--- config.mk ---
export PLATFORM = sky130hd
export DESIGN_NAME = hub_frame_sync
export DESIGN_NICKNAME = d
export VERILOG_FILES = /design/src/rtl/hub_sync_pkg.sv /design/src/rtl/uframe_counter.sv /design/src/rtl/sync_tracker.sv /design/src/rtl/frame_locator.sv /design/src/rtl/hub_frame_sync.sv
export SDC_FILE = /design/constraint.sdc
export NUM_CORES = 1
export LEC_CHECK = 0
export ABC_CLOCK_PERIOD_IN_PS = 5400
export CORE_ASPECT_RATIO = 1.5
export CORE_MARGIN = 2
export CORE_UTILIZATION = 40
export DETAILED_ROUTE_END_ITERATION = 7
export PLACE_DENSITY = 0.67
export SLEW_MARGIN = 20
export SYNTH_ARGS = -nofsm -noshare
export SYNTH_HDL_FRONTEND = slang
export SYNTH_SLANG_ARGS = --single-unit
--- constraint.sdc ---
create_clock -name clk -period 5.4 [get_ports clk]
set_clock_uncertainty 0.05 [all_clocks]
set_input_delay 1.08 -clock clk [delete_from_list [all_inputs] [get_ports clk]]
set_output_delay 1.08 -clock clk [all_outputs]
set_load 0.05 [all_outputs]
--- src/rtl/hub_sync_pkg.sv ---
// Shared types for the microframe/frame timer synchronizer.
// Assumes nothing beyond plain SystemVerilog packages.
package hub_sync_pkg;

    // Where the microframe counter currently stands relative to the SOF window
    typedef enum logic [1:0] {
        PH_OUTSIDE = 2'd0,   // an SOF here is ignored
        PH_ONTIME  = 2'd1,   // exactly on the boundary
        PH_LATE    = 2'd2,   // shortly after the boundary
        PH_EARLY   = 2'd3    // shortly before the next boundary
    } sof_phase_e;

endpackage

--- src/rtl/uframe_counter.sv ---
// Microframe cycle counter. It counts PERIOD cycles per microframe while locked.
// An accepted SOF re-aligns it so that the SOF cycle is cycle 0.
// It classifies the current cycle against the SOF acceptance window.
// Assumes 2*WIN < PERIOD and WIN >= 1.
module uframe_counter
    import hub_sync_pkg::*;
#(
    parameter int PERIOD = 60000,
    parameter int WIN    = 8
) (
    input  logic       clk,
    input  logic       rst_n,
    input  logic       locked,
    input  logic       accept,
    output sof_phase_e phase,
    output logic       at_wrap,
    output logic       at_check
);
    localparam int CNT_W = $clog2(PERIOD);

    logic [CNT_W-1:0] cnt;

    // Count through the microframe, re-aligning on an accepted SOF
    always_ff @(posedge clk) begin : p_count
        if (!rst_n)                             cnt <= '0;
        else if (accept)                        cnt <= CNT_W'(1);
        else if (!locked)                       cnt <= '0;
        else if (cnt == CNT_W'(PERIOD - 1))     cnt <= '0;
        else                                    cnt <= cnt + 1'b1;
    end

    // Classify the current cycle against the acceptance window
    always_comb begin : p_phase
        if (cnt == '0)                          phase = PH_ONTIME;
        else if (cnt < CNT_W'(WIN))             phase = PH_LATE;
        else if (cnt >= CNT_W'(PERIOD - WIN))   phase = PH_EARLY;
        else                                    phase = PH_OUTSIDE;
    end

    assign at_wrap  = locked && (cnt == CNT_W'(PERIOD - 1));
    assign at_check = locked && (cnt == CNT_W'(WIN));

endmodule

--- src/rtl/sync_tracker.sv ---
// Microframe lock tracker. It locks on an accepted SOF and counts microframes
// in which no SOF was accepted before the window closed. It drops lock on
// MISS_LIMIT consecutive misses.
// Assumes at_check/at_wrap are only asserted while locked.
module sync_tracker #(
    parameter int MISS_LIMIT = 3
) (
    input  logic clk,
    input  logic rst_n,
    input  logic accept,
    input  logic at_wrap,
    input  logic at_check,
    output logic locked,
    output logic miss_now,
    output logic lose
);
    localparam int MW = $clog2(MISS_LIMIT + 1);

    logic          got;
    logic [MW-1:0] miss_cnt;

    assign miss_now = at_check && !got;
    assign lose     = miss_now && (miss_cnt == MW'(MISS_LIMIT - 1));

    // Lock state: set by an accepted SOF, cleared on the final miss
    always_ff @(posedge clk) begin : p_lock
        if (!rst_n)      locked <= 1'b0;
        else if (lose)   locked <= 1'b0;
        else if (accept) locked <= 1'b1;
    end

    // Remember whether the current microframe has had its SOF
    always_ff @(posedge clk) begin : p_got
        if (!rst_n || lose) got <= 1'b0;
        else if (accept)    got <= 1'b1;
        else if (at_wrap)   got <= 1'b0;
    end

    // Consecutive miss counter
    always_ff @(posedge clk) begin : p_miss
        if (!rst_n || lose || accept) miss_cnt <= '0;
        else if (miss_now)            miss_cnt <= miss_cnt + 1'b1;
    end

endmodule

--- src/rtl/frame_locator.sv ---
// Finds the zeroth microframe from consecutive SOF frame numbers and keeps
// the microframe index. Frame lock is held until microframe lock is lost.
// Assumes 'advance' pulses once per microframe while locked.
module frame_locator #(
    parameter int FNUM_W  = 11,
    parameter int UFRAMES = 8,
    localparam int IDX_W  = $clog2(UFRAMES)
) (
    input  logic              clk,
    input  logic              rst_n,
    input  logic              locked,
    input  logic              accept,
    input  logic [FNUM_W-1:0] sof_frame,
    input  logic              advance,
    input  logic              miss_now,
    input  logic              lose,
    output logic              frame_sync,
    output logic [IDX_W-1:0]  idx
);
    logic [FNUM_W-1:0] last_frame;
    logic              last_ok;
    logic              zeroth;

    assign zeroth = accept && locked && last_ok &&
                    (sof_frame == last_frame + FNUM_W'(1));

    // Frame number of the last accepted SOF and whether it is still adjacent
    always_ff @(posedge clk) begin : p_last
        if (!rst_n || lose) begin
            last_ok    <= 1'b0;
            last_frame <= '0;
        end else if (accept) begin
            last_ok    <= 1'b1;
            last_frame <= sof_frame;
        end else if (miss_now) begin
            last_ok    <= 1'b0;
        end
    end

    // Frame lock: set at the zeroth microframe, cleared with microframe lock
    always_ff @(posedge clk) begin : p_fsync
        if (!rst_n || lose) frame_sync <= 1'b0;
        else if (zeroth)    frame_sync <= 1'b1;
    end

    // Microframe index within the frame
    always_ff @(posedge clk) begin : p_idx
        if (!rst_n || lose || zeroth)         idx <= '0;
        else if (advance) begin
            if (idx == IDX_W'(UFRAMES - 1))   idx <= '0;
            else                              idx <= idx + 1'b1;
        end
    end

endmodule

--- src/rtl/hub_frame_sync.sv ---
// Top of the hub microframe/frame timer synchronizer. It accepts SOF pulses
// with frame numbers and reports microframe lock, frame lock, the microframe
// index and the upstream-connect enable.
// Assumes sof_valid is a single-cycle pulse and 2*WIN_CYCLES < UFRAME_CYCLES.
module hub_frame_sync
    import hub_sync_pkg::*;
#(
    parameter int UFRAME_CYCLES = 60000,
    parameter int WIN_CYCLES    = 8,
    parameter int MISS_LIMIT    = 3,
    parameter int FNUM_W        = 11,
    parameter int UFRAMES       = 8,
    localparam int IDX_W        = $clog2(UFRAMES)
) (
    input  logic              clk,
    input  logic              rst_n,
    input  logic              sof_valid,
    input  logic [FNUM_W-1:0] sof_frame,
    output logic              uframe_sync,
    output logic              frame_sync,
    output logic [IDX_W-1:0]  uframe_idx,
    output logic              upstream_en
);
    sof_phase_e phase;
    logic       locked, accept, at_wrap, at_check, miss_now, lose, advance;

    assign accept  = sof_valid && (!locked || (phase != PH_OUTSIDE));
    assign advance = locked && ((accept && (phase == PH_EARLY)) ||
                                (at_wrap && !accept));

    uframe_counter #(.PERIOD(UFRAME_CYCLES), .WIN(WIN_CYCLES)) u_cnt (
        .clk(clk), .rst_n(rst_n), .locked(locked), .accept(accept),
        .phase(phase), .at_wrap(at_wrap), .at_check(at_check)
    );

    sync_tracker #(.MISS_LIMIT(MISS_LIMIT)) u_trk (
        .clk(clk), .rst_n(rst_n), .accept(accept), .at_wrap(at_wrap),
        .at_check(at_check), .locked(locked), .miss_now(miss_now), .lose(lose)
    );

    frame_locator #(.FNUM_W(FNUM_W), .UFRAMES(UFRAMES)) u_frm (
        .clk(clk), .rst_n(rst_n), .locked(locked), .accept(accept),
        .sof_frame(sof_frame), .advance(advance), .miss_now(miss_now),
        .lose(lose), .frame_sync(frame_sync), .idx(uframe_idx)
    );

    assign uframe_sync = locked;
    assign upstream_en = locked;

endmodule

# --- Yosys cells after proc, flatten, opt, wreduce, memory -nomap -nowiden ---
# Index checks and enable logic that the tools add are counted.
word_totals:
  regBits: 36
  wordCells: 60
  output_inout_bits: 6
classes:
  n_bitwise: 2
  eq_ne: 6
  magnitude_cmp: 2
  n_reduce_logical: 26
  n_addsub: 4
  n_mux: 11
ops:
  columns: ["cell", "count"]
  rows:
  - ["$add 16x1->16 const B", 1]
  - ["$eq 16x16->1 const B", 1]
  - ["$eq 16x4->1 const B", 1]
  - ["$ge 16x16->1 const B", 1]
  - ["$logic_not 16->1", 1]
  - ["$lt 16x4->1 const B", 1]
  - ["$add 11x1->11 const B", 1]
  - ["$eq 11x11->1", 1]
  - ["$logic_and 1x1->1", 11]
  - ["$mux 1", 7]
  - ["$mux 2", 3]
  - ["$reduce_bool 2->1", 3]
  - ["$logic_or 1x1->1", 5]
  - ["$eq 2x2->1 const B", 2]
  - ["$logic_not 1->1", 4]
  - ["$reduce_or 4->1", 1]
  - ["$add 3x1->3 const B", 1]
  - ["$eq 3x3->1 const B", 1]
  - ["$mux 3", 1]
  - ["$add 2x1->2 const B", 1]
  - ["$not 1->1", 2]
  - ["$reduce_or 2->1", 1]

# --- Longest topological paths before layout ---
depth:
  word_depth: 11
  depth_mapped: 9
  depth_no_buf: 7

# --- By module ---
# A second synthesis with hierarchy kept.
unflattened:
  cells_unflattened: 239
  hier_area_um2: 2107.0
modules_own_cells:
  columns: ["module", "area_per_inst_um2", "cells_per_inst", "n_inst"]
  rows:
  - ["frame_locator", 968.4, 105, 1]
  - ["uframe_counter", 905.9, 106, 1]
  - ["sync_tracker", 191.4, 21, 1]
  - ["hub_frame_sync", 41.3, 7, 1]

# --- Worst setup path after synthesis ---
# Ideal clock, no wire load.
synth_timing:
  kind: "in2reg"
  start: "input sof_valid"
  end: "register u_cnt.cnt[4]"
  setup_ns: 0.062
  setup_slack_ns: 2.999
  required_time_ns: 5.288
  arrival_ns: 2.289
  stages: 8
  n_path_buf: 2
  path_cell_list: "inv_1 nor2_1 a31oi_2 nand2_4 or3_1 buf_2 buf_6 nor2_2"
synth_between:
  elab_chain_cells: 2
synth_lines:
  columns: ["element", "line", "rtl"]
  rows:
  - ["from (decl)", "hub_frame_sync.sv:17", "input logic sof_valid,"]
  - ["$logic_and 1x1->1", "hub_frame_sync.sv:27", "assign accept = sof_valid && (!locked || (phase != PH_OUTSIDE));"]
  - ["$reduce_or 4->1 (no line)", null, null]
  - ["to (signal assigned)", "uframe_counter.sv:29", "else cnt <= cnt + 1'b1;"]
  - ["to (decl)", "uframe_counter.sv:21", "logic [CNT_W-1:0] cnt;"]
# Every way passes these cells.
# A chain may end at the register's enable or synchronous reset.

# --- Worst setup path after layout ---
layout_timing:
  start: "input sof_valid"
  end: "register u_cnt.cnt[12]"
# Same word-level chain as after synthesis.

==> impl_metrics.ini <==
[critical_path]
critPathKind = in -> reg
timing.reg2reg.worst_path_depth = 6
reg2reg_to = u_frm.idx[2]
critical_path.startpoint_type = input pin
worstPathMaxFanout = 19
reg2reg_setup_slack_ns = 2.98
setup.worst_path.end_class = flop
cp.arrival_ns = 3.04
reg2reg_from = u_cnt.cnt[10]
cp_data_required_time_ns = 5.57

[pwr]
power_frac_seq_pct = 51.2
p_int_mw = 0.418
ir_drop_mv = 0.147
clkPwrFrac_pct = 37.4
switching_share_pct = 24.4
power.density_cell_area_nw_per_um2 = 236
proportion_of_power_drawn_by_combinational_gates_pct = 11.3
p_sw_mw = 0.135
p_leak_nw = 0.825
fin_total_pwr_mw = 0.553

[sta]
fin_crit_sh_pct = 53.2
final-setup-viol-count = 0
worst_pin_slew_ns = 0.740
post-route-min-period_ns = 2.87
rsz_0062_raised_after_global_routing = no
hold_slack_ns = 0.436
max_freq_ghz = 0.348
postLayoutSetupSlackWorst_ns = 2.53
max-slew-margin-rel_pct = 50.7
report.final.hold_viol_count = 0
finalSetupTns_ns = 0
drv_slew = 0

[detailed_routing]
drc = 0
drtPass1Iterations = 4
wl_um = 3960
drt_iter0_drc = 64
via_count = 1667
wl_per_cell_um = 12.5
ant_nets = 0
route.detailed.vias_per_inst = 5.28

[die]
die_width_um = 62.0
core_um2 = 4850
floorplan.rows = 31
io_pins = 20
initial_core_util_pct = 41.6
die_footprint_um2 = 5630
die_h_um = 90.9

[synthesis]
muxShareOfSynthArea_pct = 7.01
asyncSetResetFlopFracSynth_pct = 0
yosys.area_share.adder_pct = 3.72
yosysWarningCount = 0
synth-xor-area-share_pct = 10.9
combinational_family_with_the_most_area_after_synthesis = simple AND/OR/NAND/NOR gates
synth_flop_cell = dfxtp_1
mean_syn_cell_area_um2 = 8.76
synthDistinctLibCells = 45
synth_compound_area_share_pct = 9.99
yosys.area_share.simple_pct = 29.1
synth_edf_count = 0
synth-seq-cells = 36
netlist_instances = 230
syn-num-nets = 250
seq_area_frac_synth_pct = 35.8
netlist_area_um2 = 2020

[global_routing]
antenna_violations_before_repair = 0
busiest_layer = met2
gr-usage-all-layers_pct = 15.7
grt_pass1_wl_um = 6910
grt_pass1_vias = 1601
use_met2_pct = 26.4
grt_max_degree = 20
global_route.overflow_total = 0
global_route.usage.met3_pct = 4.13
use_met1_pct = 18.4

[cells_and_area]
drive_above_1_share_pct = 10.0
finish.instance_area_um2 = 2350
seq_area_um2 = 721
layout.nets = 270
final_cells = 316
mostFrequentLayoutCells = dfxtp_1 (36), nor2_1 (29), clkdlybuf4s50_1 (19)
most_common_cell_after_layout_fill_and_taps_aside = dfxtp_1
antenna_cells_inserted = 0
fillCellCount = 485
multiInputGateArea_um2 = 1220
utilization_pct = 48.4
areaGrowthSynthToFinish_pct = 16.4

[clocking]
root_buffer = clkbuf_8
cts-htree-levels = 2
cts_num_sinks = 36
worst_skew_pair.late_latency_ns = 0.28
post-cts-setup-buffer-count = 0
cts.hold.buffers_added = 0
cts_resized = 0
clkTransAtPathRegs_ns = 0.07
cts_buffers = 5
clock_tree_buffer_depth = 2
tritoncts = built

[run]
drv.max_cap_violation_count = 0

[place]
cell_area_placed_um2 = 2250
hpwlAfterDp_um = 3050
weighted_congestion_reported_at_the_end_of_routability_driven_placement = 0.837
worst_setup_slack_before_clock_tree_synthesis_ns = 2.19
dp.cells = 309
port_buffers = 19

[hold_path]
holdCritStartpoint = u_trk.miss_cnt[1]
worst_min_delay_path_endpoint = u_trk.miss_cnt[1]
min-delay-path-class = reg -> reg
worstHoldPathCells = 2

[outcome]
outcome = complete, no violations
-- flip-flops by register name, indices dropped and copies added (netlist names) --
signal	flops
u_cnt.cnt	16
u_frm.last_ok	1
u_frm.last_frame	11
u_trk.locked	1
u_frm.frame_sync	1
u_trk.miss_cnt	2
u_trk.got	1
u_frm.idx	3
-- cells in the mapped netlist, drive strengths merged, types with 2 or more instances --
master | n | area (um2)
nand3 | 12 | 60.1
a21oi | 3 | 15.0
o31ai | 3 | 22.5
xnor2 | 17 | 149
nor4 | 7 | 58.8
nor2 | 39 | 171
a211oi | 2 | 15.0
o21ai | 6 | 37.5
a41oi | 2 | 17.5
xor2 | 8 | 70.1
nor4b | 2 | 17.5
buf | 5 | 33.8
nand4 | 7 | 43.8
nor2b | 6 | 37.5
o21a | 3 | 22.5
nand2b | 3 | 18.8
mux2i | 13 | 130
inv | 9 | 33.8
a21boi | 3 | 26.3
dfxtp | 36 | 721
nand2 | 11 | 48.8
and3 | 8 | 50.1
ha | 6 | 75.1
nor3 | 5 | 25.0
-- worst max path at each step --
stage	start	endpoint	slack, ns	cells after the start
global placement	sof_valid	u_cnt.cnt[8]	2.25	7
global route	sof_valid	u_cnt.cnt[12]	2.41	7
CTS	sof_valid	u_cnt.cnt[15]	2.49	7
finish	sof_valid	u_cnt.cnt[12]	2.53	7
detailed placement	sof_valid	u_cnt.cnt[11]	2.19	7
floorplan	sof_valid	u_cnt.cnt[4]	3.00	8
-- critical path, stage by stage --
cell and delay [ns]:
clkdlybuf4s50_1 0.45, inv_1 0.11, nor2_1 0.05, a31oi_2 0.21
nand2_4 0.22, or3_1 0.73, nor2_1 0.19
-- final cells by class --
cell class | count | area share, %
inverter | 9 | 1.44
sequential | 36 | 30.7
clock buffer | 7 | 4.10
timing repair buffer | 19 | 8.10
multi-input combinational | 179 | 52.1
tap | 66 | 3.52
-- metal layers --
layer	wire (um)	share of wire, %
met1	1670	42
met2	2050	52
met3	135	3.4
met4	103	2.6
met5	0	0
-- cells by family after synthesis --
family	count (synthesis)
xor gates and xnor gates	25
DFF	36
buffers and inverters	15
and+or+nand+nor	107
AOI/OAI and AO/OA	27
muxes	14
adders and majority gates	6
-- power groups by stage --
stage / clock network, mW / logic (mW) / registers, mW
after floorplan: 0 / 0.0418 / 0.289
after global placement: 0 / 0.0625 / 0.289
after detailed placement: 0 / 0.0635 / 0.289
after CTS: 0.213 / 0.0637 / 0.283
after global routing: 0.224 / 0.0694 / 0.285
final: 0.207 / 0.0627 / 0.283
No activity file was read; power rests on OpenSTA's default activity.
